## config.mk

```make
export PLATFORM = sky130hd
export DESIGN_NAME = auth_sig_match
export DESIGN_NICKNAME = d
export VERILOG_FILES = /design/src/rtl/auth_sig_match.sv
export SDC_FILE = /design/constraint.sdc
export NUM_CORES = 1
export LEC_CHECK = 0
export CORE_AREA = 4 4 41 43
export CTS_BUF_LIST = sky130_fd_sc_hd__clkbuf_4 sky130_fd_sc_hd__clkbuf_8 sky130_fd_sc_hd__clkbuf_16
export CTS_CLUSTER_SIZE = 28
export DETAILED_ROUTE_END_ITERATION = 8
export DIE_AREA = 0 0 45 47
export DONT_BUFFER_PORTS = 1
export SLEW_MARGIN = 0
export SYNTH_ARGS = -nofsm -noshare
export SYNTH_HDL_FRONTEND = slang
export SYNTH_SLANG_ARGS = --single-unit
```

## constraint.sdc

```tcl
create_clock -name clk -period 1.1 [get_ports clk]
set_input_delay 0.11 -clock clk [delete_from_list [all_inputs] [get_ports clk]]
set_output_delay 0.11 -clock clk [all_outputs]
set_load 0.01 [all_outputs]
```

## src/rtl/auth_sig_match.sv

```systemverilog
// Module: counterfeit prefix detector.
// Compares the first SIG_LEN raw bytes with the signature held in SIG, most
// significant byte first. The flag is settled once position SIG_LEN-1 has
// been accepted. Assumes 2 <= SIG_LEN < packet length.
module auth_sig_match #(
    parameter int                    DW      = 8,
    parameter int                    POS_W   = 6,
    parameter int                    SIG_LEN = 8,
    parameter logic [SIG_LEN*DW-1:0] SIG     = 64'h5133_5100_C89D_D43E
) (
    input  logic             clk,
    input  logic             rst_n,
    input  logic             take,
    input  logic             first,
    input  logic [POS_W-1:0] pos,
    input  logic [DW-1:0]    raw,
    output logic             match
);

    localparam int               IDX_W   = $clog2(SIG_LEN);
    localparam logic [POS_W-1:0] END_POS = POS_W'(SIG_LEN);

    logic [DW-1:0]    sig_byte [SIG_LEN];
    logic [IDX_W-1:0] idx;
    logic             in_prefix;
    logic             byte_eq;
    logic             match_q;

    // Split the signature vector into bytes, first byte at the top.
    for (genvar g = 0; g < SIG_LEN; g++) begin : g_sig
        assign sig_byte[g] = SIG[(SIG_LEN-1-g)*DW +: DW];
    end

    // Compare the current byte with its signature counterpart.
    always_comb begin
        in_prefix = (pos < END_POS);
        idx       = in_prefix ? pos[IDX_W-1:0] : '0;
        byte_eq   = (raw == sig_byte[idx]);
    end

    // Fold each prefix comparison into the running match flag.
    always_ff @(posedge clk) begin
        if (!rst_n) begin
            match_q <= 1'b0;
        end else if (take) begin
            if (first) begin
                match_q <= byte_eq;
            end else if (in_prefix) begin
                match_q <= match_q & byte_eq;
            end
        end
    end

    assign match = match_q;

endmodule

```

Word-level counts from Yosys, hierarchy flattened
Memories as Yosys holds them, arrays and structs flattened.
Cells that the tools add are included.
{"block": "classes", "order_cmp": 2, "n_eq_ne": 1, "n_mux": 5, "n_bitwise": 2, "n_reduce_logical": 2}
{"cell": "two-way mux 8 bit", "count": 2}
{"cell": "equality test 8 bit", "count": 1}
{"cell": "less-than comparator 6 x 4 -> 1 bit, second input constant", "count": 1}
{"cell": ">= comparator 4 bit, second input constant", "count": 1}
{"cell": "inverter 3 -> 4 bit", "count": 1}
{"cell": "two-way mux 3 bit", "count": 1}
{"cell": "two-way mux 1 bit", "count": 2}
{"cell": "AND reduction 2 bit", "count": 1}
{"cell": "nonzero test 2 bit", "count": 1}
{"cell": "bitwise AND 1 bit", "count": 1}
{"block": "word_totals", "register_bits": 1, "rom_bits": 64, "in_bits": 18, "output_inout_bits": 1, "n_memories": 1}
{"name": "(no name shown)", "words": 8, "word_bits": 8, "read_ports": 1, "rd_clocked_by_memory_dff": 0, "write_ports": 0, "line": "38", "text": "byte_eq = (raw == sig_byte[idx]);"}

Depth between registers and ports, before layout
{"block": "logic_depth", "depth_word": 10, "depth_mapped": 6, "depth_no_buf": 5}

Worst setup path before layout
No wires, ideal clock.
{"block": "synth_path", "path_kind": "in2reg", "from": "input port pos[1]", "to": "register match_q (netlist: match)", "setup_ns": 0.124, "arrival_ns": 1.080, "path_slack_ns": -0.104, "stages": 6, "path_cell_list": "buf_2 > nor2b_1 > or3_1 > a31o_1 > o2111ai_1 > o31ai_2"}
{"block": "synth_between", "elab_chain_len": 10, "elab_cells_between_ends": 12, "cone_classes": "order compare (1); eq/ne (1); mux (5); bitwise (2); reduce/logical (2); memory (1)"}
{"element": "start: declaration", "line": "15", "text": "input logic [POS_W-1:0] pos,"}
{"element": "less-than comparator 6 x 4 -> 1 bit", "line": "36", "text": "in_prefix = (pos < END_POS);"}
{"element": "two-way mux 3 bit", "line": "37", "text": "idx = in_prefix ? pos[IDX_W-1:0] : '0;"}
{"element": "inverter 3 -> 4 bit (implied by the code)", "line": "38"}
{"element": "memory read (8 x 8 bit)"}
{"element": "two-way mux 8 bit (implied by the code) (2 in series)", "line": "38"}
{"element": "equality test 8 bit", "line": "38"}
{"element": "bitwise AND 1 bit", "line": "49", "text": "match_q <= match_q & byte_eq;"}
{"element": "two-way mux 1 bit", "line": "48", "text": "end else if (in_prefix) begin"}
{"element": "two-way mux 1 bit", "line": "46", "text": "if (first) begin"}
{"element": "end signal: assignment", "line": "47", "text": "match_q <= byte_eq;"}
{"element": "end signal: assignment", "line": "49"}
{"element": "end: declaration", "line": "27", "text": "logic match_q;"}
Parallel ways exist; a longest one is shown, timed or not. The select of a mux whose other input is x is not followed.
A chain may end at the register's enable or synchronous reset.

Final worst setup path
{"block": "layout_path", "from": "input port pos[3]", "to": "register match_q (netlist: match)"}
{"block": "layout_between", "elab_chain_len": 10, "elab_cells_between_ends": 12, "cone_classes": "order compare (1); eq/ne (1); mux (5); bitwise (2); reduce/logical (2); memory (1)"}
{"element": "less-than comparator 6 x 4 -> 1 bit *", "line": "36"}
{"element": "two-way mux 3 bit", "line": "37"}
{"element": "inverter 3 -> 4 bit (implied by the code)", "line": "38"}
{"element": "memory read (8 x 8 bit)"}
{"element": "two-way mux 8 bit (implied by the code) (2 in series)", "line": "38"}
{"element": "equality test 8 bit", "line": "38"}
{"element": "bitwise AND 1 bit", "line": "49"}
{"element": "two-way mux 1 bit", "line": "48"}
{"element": "two-way mux 1 bit", "line": "46"}
Mark *: on every way between the ends. The rest lies on a longest branch, timed or not. The select of a mux whose other input is x is not followed.

==> results.toml <==
[grt]
grt_max_degree = 10
grt_pass1_wl_um = 1030
antenna_found_initial = 0
globalRouteTotalUtil = 0.0606
grt-ovfl-total = 0
grt_pass1_vias = 244

[power_and_ir_drop]
seqPwrFrac = 0.339
p_comb_frac = 0.661
clkPwrFrac = 0
switchingPower_w = 0.0000280
swShare = 0.255
power.internal_w = 0.0000815
cellPowerDensity_mw_per_mm2 = 313
cellLeakagePower_nw = 0.122
vdd_drop_max_mv = 0.0972

[worst_setup_path]
cp.arrival_ns = 1.06
crit_chain = "nor3_4 > buf_4 > and2_4 > mux2i_1 > o31a_1 > o31ai_2"
crit_path_start_kind = "input pin"
cpPeakStageDelay_ns = 0.25
cp_slowest_cell = "o31a_1"
crit_path_end_kind = "flop"
crit_required_ns = 1.01
path_max_fanout = 3
crit_buf_inv = 1
cpLargestDelayFamily = "compound AO/OA/AOI/OAI gates"
crit_type = "in -> reg"

[clock_tree]
path_clk_slew_ns = 0
cts_hold_buf = 0
worstSkewPairLatency_ns = 0

[placement]
io_buffers = 0
place_ws_ns = -0.0570
dp_hpwl_um = 620
gp_congestion = 0.735
placedCellCount = 54

[synthesis]
synth_seq_area_share = 0.0672
yosysTopAreaCellShare = 0.0672
synth_cell_types = 29
synth_top_family_by_area = "simple AND/OR/NAND/NOR gates"
syn_inst = 39
yosys_warnings = 0
syn_area_um2 = 298
yosysTopAreaCell = "dfxtp_1"
synth_nets = 57
synth_compound_area_frac = 0.324
synthArstFlopShare = 0
avgSynthCellArea_um2 = 7.64
synth_most_common_cell = "o21ai_0"
ys_ff_latch = 1
synth.area.mux_share = 0.118
synthXorXnorAreaFrac = 0.0588
synthAdderAreaFrac = 0
ys.flop_type = "dfxtp_1"
ys_top_cells_by_area = "dfxtp_1 6.7%, mux2i_1 6.7%, xnor2_1 5.9%"
synth-simple-area-share = 0.366
synth-edff-count = 0

[timing]
hold_violations = 0
setup_viol = 1
min_period_ns = 1.14
worst_slew_pin_slew_ns = 0.337
fin_crit_sh = 1.04
final.setup_skew_ns = 0
fin_ws_ns = -0.0436
drv_slew = 0
rsz0062_at_grt = "yes"
slew_headroom = 0.772
fmax_ghz = 0.874

[run_status]
violations = "negative setup slack"
status = "finished, violations left"

[floorplan]
rows = 13
die_area_mm2 = 0.00212
ioPinCount = 19
core_mm2 = 0.00130
fp.dieH_um = 47
start_util = 0.229
die_x_um = 45

[routing]
via_per_inst = 5.36
ant_nets = 0
vias = 300
drc = 0
drt_iter0_drc = 6
routed_wirelength_um = 705
first_pass_iters = 3
routedWlPerCell_um = 12.6

[final_layout]
drive_gt1_frac = 0.244
largest_reg_flops = 1
fin_cells = 56
multiInputGateArea_um2 = 269
final_nets = 61
fillers = 146
antenna_cells = 0
regArea_um2 = 20.0
syn_to_final_growth_pct = 17.2
fin_util = 0.268

[worst_hold_path]
hold_path.class = "in -> reg"

[flow_run]
max_cap_violations = 0
[placed cells by master (no fill, tap or decap), drive strengths merged, types with 2 or more instances in the layout]
master and instances:
nor2 2, inv 2, nand3 2, buf 4, xnor2 2, nand2 2
mux2i 2, o31ai 2, or3 2, a21oi 2, o21ai 3
[worst register-to-register path, cell delays in order (launching register included)]
cell       delay (ns)
dfxtp_1          0.38
a21o_1           0.12
o2111ai_2        0.11
o31ai_2          0.24
[repair_timing]
action	in CTS	in global routing
resized for setup	2	0
setup buffers	2	0
endpoints found under the setup margin	1	1
pin swaps	4	0
[area by class of cell]
type                    instances  area share
repair buffers                  4      0.0968
multi-input cells              34       0.771
inverters                       2      0.0215
well taps                      15      0.0538
flip-flops and latches          1      0.0573
[per-layer routing]
| metal | share of wire | track usage | routed length [µm] |
|---|---|---|---|
| met1 | 0.38 | 0.0721 | 265 |
| met2 | 0.49 | 0.110 | 345 |
| met3 | 0.13 | 0.0230 | 94 |
| met4 | 0 | 0 | 0 |
| met5 | 0 | 0 | 0 |
[per-stage QoR]
stage / instance area (µm²) / hold WS (ns) / power, W / TNS, ns
3_5_place_dp: 325 / 0.266 / 0.000103 / -0.0570
3_3_place_gp: 325 / 0.264 / 0.000102 / -0.0600
4_1_cts: 349 / 0.281 / 0.000111 / -0.0617
6_report: 349 / 0.275 / 0.000109 / -0.0436
2_1_floorplan: 304 / 0.256 / 0.000102 / -0.0764
5_1_grt: 349 / 0.293 / 0.000116 / -0.122
[power groups by stage]
stage / logic [W] / clock network, W / registers, W
2_1_floorplan: 0.0000651 / 0 / 0.0000371
3_3_place_gp: 0.0000648 / 0 / 0.0000371
3_5_place_dp: 0.0000656 / 0 / 0.0000371
4_1_cts: 0.0000734 / 0 / 0.0000371
5_1_grt: 0.0000794 / 0 / 0.0000371
6_report: 0.0000723 / 0 / 0.0000371
[kinds of logic after synthesis]
family | count (synthesis)
AND/OR/NAND/NOR | 16
XOR/XNOR | 2
multiplexers | 3
flip-flops | 1
buffers and inverters | 4
AO/OA/AOI/OAI | 13
[final timing paths]
kind	slack, ns	start	endpoint	cells after the start
hold / removal	0.28	rst_n	match$_SDFFE_PN0P_	2
setup / recovery	-0.04	pos[3]	match$_SDFFE_PN0P_	6
hold reg to reg	0.54	match$_SDFFE_PN0P_	match$_SDFFE_PN0P_	2
setup reg to reg	0.17	match$_SDFFE_PN0P_	match$_SDFFE_PN0P_	3
Power figures use the tool's default switching activity.
